[config.mk]
export PLATFORM = sky130hd
export DESIGN_NAME = bimodal_hyst_pred
export DESIGN_NICKNAME = d
export VERILOG_FILES = /design/src/rtl/bimodal_pkg.sv /design/src/rtl/bim_bit_store.sv /design/src/rtl/bim_ctr_step.sv /design/src/rtl/bimodal_hyst_pred.sv
export SDC_FILE = /design/constraint.sdc
export NUM_CORES = 2
export LEC_CHECK = 0
export ABC_CLOCK_PERIOD_IN_PS = 7600
export BUFFER_PORTS_ARGS = -buffer_cell sky130_fd_sc_hd__buf_2
export CORE_ASPECT_RATIO = 1.25
export CORE_MARGIN = 2
export CORE_UTILIZATION = 30
export DETAILED_ROUTE_END_ITERATION = 6
export PLACE_DENSITY_LB_ADDON = 0.2
export RECOVER_POWER = 25
export SETUP_SLACK_MARGIN = 0.15
export SYNTH_ARGS = -nofsm -noshare
export SYNTH_HDL_FRONTEND = slang
export SYNTH_SLANG_ARGS = --single-unit
[constraint.sdc]
create_clock -name clk -period 7.6 [get_ports clk]
set_input_delay 0 -clock clk [delete_from_list [all_inputs] [get_ports clk]]
set_output_delay 0 -clock clk [all_outputs]
set_load 0.02 [all_outputs]
[src/rtl/bimodal_pkg.sv]
package bimodal_pkg;

    // Two-bit confidence counter: direction bit is the high bit.
    typedef struct packed {
        logic dir;
        logic conf;
    } bim_ctr_t;

    localparam logic [1:0] CTR_TOP = 2'd3;
    localparam logic [1:0] CTR_BOT = 2'd0;

    function automatic bim_ctr_t bim_step(input bim_ctr_t cur, input logic taken);
        logic [1:0] v;
        v = cur;
        if (taken) begin
            if (v != CTR_TOP) v = v + 2'd1;
        end else begin
            if (v != CTR_BOT) v = v - 2'd1;
        end
        return bim_ctr_t'(v);
    endfunction

endpackage

[src/rtl/bim_bit_store.sv]
module bim_bit_store #(
    parameter int IW      = 4,
    parameter int DEPTH   = 16,
    parameter int NRD     = 1,
    parameter bit RST_VAL = 1'b0
) (
    input  logic                    clk,
    input  logic                    rst,
    input  logic [NRD-1:0][IW-1:0]  rd_idx,
    output logic [NRD-1:0]          rd_bit,
    input  logic                    wr_en,
    input  logic [IW-1:0]           wr_idx,
    input  logic                    wr_bit
);

    logic [DEPTH-1:0] bits_q;

    always_ff @(posedge clk) begin
        if (rst) begin
            bits_q <= {DEPTH{RST_VAL}};
        end else if (wr_en) begin
            bits_q[wr_idx] <= wr_bit;
        end
    end

    for (genvar g = 0; g < NRD; g++) begin : g_rd
        assign rd_bit[g] = bits_q[rd_idx[g]];
    end

    // no write enable, no change
    p_hold_idle_r7: assert property (@(posedge clk) disable iff (rst)
        !wr_en |=> $stable(bits_q));

    // a write touches at most one bit
    p_single_bit_r9: assert property (@(posedge clk) disable iff (rst)
        wr_en |=> ($countones(bits_q ^ $past(bits_q)) <= 1));

endmodule

[src/rtl/bim_ctr_step.sv]
module bim_ctr_step
    import bimodal_pkg::*;
(
    input  bim_ctr_t cur_ctr,
    input  logic     taken,
    output bim_ctr_t nxt_ctr
);

    always_comb begin
        nxt_ctr = bim_step(cur_ctr, taken);
    end

endmodule

[src/rtl/bimodal_hyst_pred.sv]
module bimodal_hyst_pred
    import bimodal_pkg::*;
#(
    parameter int L = 10,
    parameter int R = 2
) (
    input  logic         clk,
    input  logic         rst,
    input  logic [L-1:0] lookup_idx,
    output logic         lookup_taken,
    input  logic         upd_valid,
    input  logic [L-1:0] upd_idx,
    input  logic         upd_taken
);

    localparam int DIR_DEPTH  = 1 << L;
    localparam int CONF_DEPTH = 1 << (L - R);
    localparam int CIW        = (L - R > 0) ? (L - R) : 1;

    logic [1:0][L-1:0] dir_rd_idx;
    logic [1:0]        dir_rd_bit;
    logic [CIW-1:0]    conf_idx;
    logic              conf_rd_bit;
    bim_ctr_t          cur_ctr;
    bim_ctr_t          nxt_ctr;

    assign conf_idx      = CIW'(upd_idx >> R);
    assign dir_rd_idx[0] = lookup_idx;
    assign dir_rd_idx[1] = upd_idx;
    assign lookup_taken  = dir_rd_bit[0];
    assign cur_ctr       = '{dir: dir_rd_bit[1], conf: conf_rd_bit};

    bim_bit_store #(
        .IW(L), .DEPTH(DIR_DEPTH), .NRD(2), .RST_VAL(1'b0)
    ) u_dir (
        .clk    (clk),
        .rst    (rst),
        .rd_idx (dir_rd_idx),
        .rd_bit (dir_rd_bit),
        .wr_en  (upd_valid),
        .wr_idx (upd_idx),
        .wr_bit (nxt_ctr.dir)
    );

    bim_bit_store #(
        .IW(CIW), .DEPTH(CONF_DEPTH), .NRD(1), .RST_VAL(1'b1)
    ) u_conf (
        .clk    (clk),
        .rst    (rst),
        .rd_idx (conf_idx),
        .rd_bit (conf_rd_bit),
        .wr_en  (upd_valid),
        .wr_idx (conf_idx),
        .wr_bit (nxt_ctr.conf)
    );

    bim_ctr_step u_step (
        .cur_ctr (cur_ctr),
        .taken   (upd_taken),
        .nxt_ctr (nxt_ctr)
    );

    // the cycle after reset every lookup reads not-taken
    p_reset_dir_r1: assert property (@(posedge clk)
        rst |=> !lookup_taken);

    // taken at the top stays at the top
    p_sat_top_r4: assert property (@(posedge clk) disable iff (rst)
        (upd_valid && upd_taken && cur_ctr == CTR_TOP)
        |=> (u_dir.bits_q[$past(upd_idx)] && u_conf.bits_q[$past(conf_idx)]));

    // not-taken at the bottom stays at the bottom
    p_sat_bot_r5: assert property (@(posedge clk) disable iff (rst)
        (upd_valid && !upd_taken && cur_ctr == CTR_BOT)
        |=> (!u_dir.bits_q[$past(upd_idx)] && !u_conf.bits_q[$past(conf_idx)]));

    // below the top, a taken update raises the counter by one
    p_step_up_r4: assert property (@(posedge clk) disable iff (rst)
        (upd_valid && upd_taken && cur_ctr != CTR_TOP)
        |=> ({u_dir.bits_q[$past(upd_idx)], u_conf.bits_q[$past(conf_idx)]}
             == $past(cur_ctr) + 2'd1));

endmodule

==> results.toml <==
[status]
status = "complete, but fails checks"
violations = "max-capacitance violations, max-slew violations"

[clocking]
cts-root-buf = "clkbuf_16"
postCtsResizedCells = 0
clk_pin_slew_worst_paths_ps = 60
htree_levels = 4
cts_buffer_depth = 3
cts_sinks = 1280
cts_hold_buffers = 3
post_cts_buffers = 0
cts_tree = "built"
cts_buffers = 152
clock_latency_ps = 850

[die]
rows = 207
die_y_um = 570
initial_core_util_pct = 30.2
io_pins = 25
dieArea_um2 = 260000
die_width_um = 457
coreArea_um2 = 255000

[power_and_ir_drop]
power_uw = 15900
peakVddDrop_mv = 0.253
power_density_nw_per_um2 = 190
p_leak_uw = 0.0254

[yosys]
ys_seq_area_share_pct = 33.4
yosys-top-cells-count = "1280 x dfxtp_1, 1250 x nand2_1, 928 x nand3b_1"
yosysTopAreaCell = "dfxtp_1"
synth_most_common_cell = "dfxtp_1"
synthArstFlopShare_pct = 0
synth_top_flop_cell = "dfxtp_1"
netlist_area_um2 = 76800
yosys_warnings = 0
synth_xor_area_share_pct = 0
synth_top_area_share_pct = 33.4
synth_top_family_by_area = "compound AO/OA/AOI/OAI gates"
synthMuxAreaShare_pct = 20.4
synthSimpleGateAreaFrac_pct = 16.5
synthTopCellsByArea = "dfxtp_1 33%, mux4_2 18%, o31ai_2 15%, nand3b_1 9.1%, nand2_1 6.1%"
ys_ff_latch = 1280
synth_area_per_cell_um2 = 10.6
synth-compound-area-share_pct = 23.2
synth.net_count = 7272
netlist-cell-type-count = 45
synthCells = 7248
synth-edff-count = 0
synth_fa_ha_area_share_pct = 0

[timing]
finalSetupViolCount = 0
tightest_slew_ps = 2310
fin_skew_ps = 57.5
slew_viol_final = 133
max_freq_mhz = 156
period_share_pct = 84.4
slew_headroom_pct = -54.3
fin_hold_ws_ps = 75.5
rsz0062_at_grt = "false"
period_minus_slack_ps = 6410
finalSetupTns_ps = 0
finalHoldViolCount = 0
layout_setup_ws_ps = 1190

[grt]
grt_max_degree = 246
antenna_found_initial = 21
track_usage_pct = 22.7
grt_pass1_vias = 61079
grt.overflow.total = 0
grt_pass1_wl_mm = 441

[flow_run]
maxCapViolCount = 3

[detailed_routing]
drt_iter0_markers = 7278
wire_per_inst_um = 29.9
drc = 0
drtPass1Iterations = 6
vias = 62578
vias_per_cell = 6.12
antenna_left = 0
wirelength_mm = 305

[critical_path]
r2r_cells = 11
worstReg2RegStart = "u_dir.bits_q[947]"
crit_fanout = 44
reg2reg_slack_ps = 2210
rr_endpoint = "u_dir.bits_q[1008]"
worstSetupPathType = "in2reg"
cp-end-kind = "flop"
start_kind = "input port"
cp_data_arrival_time_ps = 7140
cp.required_ps = 8330

[worst_hold_path]
min_to = "u_dir.bits_q[932]"
min_path_cells = 6
min_from = "upd_valid"
hold_class = "in2reg"

[cells_and_area]
finalNetCount = 6774
area_growth_pct = 8.96
regArea_um2 = 25600
nFillCells = 25315
multi_input_area_um2 = 46500
drive_gt1_share_pct = 29.9
finalInstanceArea_um2 = 83700

[place]
port_buffers = 24
place.gp.congestion = 0.835
place_area_um2 = 78900
dp_hpwl_mm = 170
dp_slack_ps = 1880
layout by cell type, fill, tap and decap left out, drive strengths merged, types with 96 or more instances in the layout:
| cell type | instances |
|---|---|
| a21oi | 370 |
| a22oi | 97 |
| o2111ai | 96 |
| o21ai | 96 |
| o31ai | 1184 |
| mux4 | 622 |
| clkbuf | 234 |
| buf | 229 |
| nand2 | 1250 |
| nand3b | 928 |
| dfxtp | 1280 |
| mux2i | 161 |
per-layer routing:
metal	global-route usage, %	part of all wire, %
met5	0	0.023
met1	29.2	41
met4	10.5	4.8
met2	36.9	47
met3	4.08	7.3
stage by stage:
step | std cells | utilization [%]
after detailed placement | 9937 | 31.0
after floorplan | 7248 | -
after CTS | 10210 | 33.0
after global placement | 9937 | 31.0
after global routing | 10213 | 32.9
final | 10218 | 32.9
where the power goes:
part	internal (uW)	switching [uW]
clock network	4380	3240
logic	360	1180
registers	6710	3.76
kinds of logic after synthesis:
logic type / count (synthesis)
compound gates: 1906
buf+inv: 899
flops: 1280
mux: 784
simple gates: 2379
final cells by class:
cell class | count | area share [%]
Multi-Input combinational cell | 5069 | 55.5
Sequential cell | 1280 | 30.6
Clock buffer | 225 | 5.37
Tap cell | 3344 | 5.00
Timing Repair Buffer | 241 | 2.74
Clock inverter | 45 | 0.706
Inverter | 6 | 0.0284
Antenna cell | 8 | 0.0239
worst max-delay path, stage by stage:
cell	delay (ps)
dlygate4sd3_1	620
buf_2	360
clkbuf_1	1630
buf_4	500
mux4_2	610
mux4_2	470
mux2_1	440
nor2b_4	980
a21oi_4	310
clkbuf_1	310
clkbuf_1	480
o31ai_2	380
how the worst max path moves through the flow:
stage	startpoint	slack [ps]	endpoint
6_report	upd_idx[4]	1190	u_dir.bits_q[1008]
5_1_grt	upd_idx[4]	1320	u_dir.bits_q[1008]
4_1_cts	u_dir.bits_q[947]	2630	u_dir.bits_q[975]
3_5_place_dp	upd_idx[0]	1880	u_dir.bits_q[978]
3_3_place_gp	upd_idx[0]	1890	u_dir.bits_q[976]
2_1_floorplan	lookup_idx[0]	4150	lookup_taken
flip-flops by register name (all words and copies together) (netlist names):
| name | flops |
|---|---|
| u_dir.bits_q | 1024 |
| u_conf.bits_q | 256 |
No activity file was read; power rests on OpenSTA's default activity.
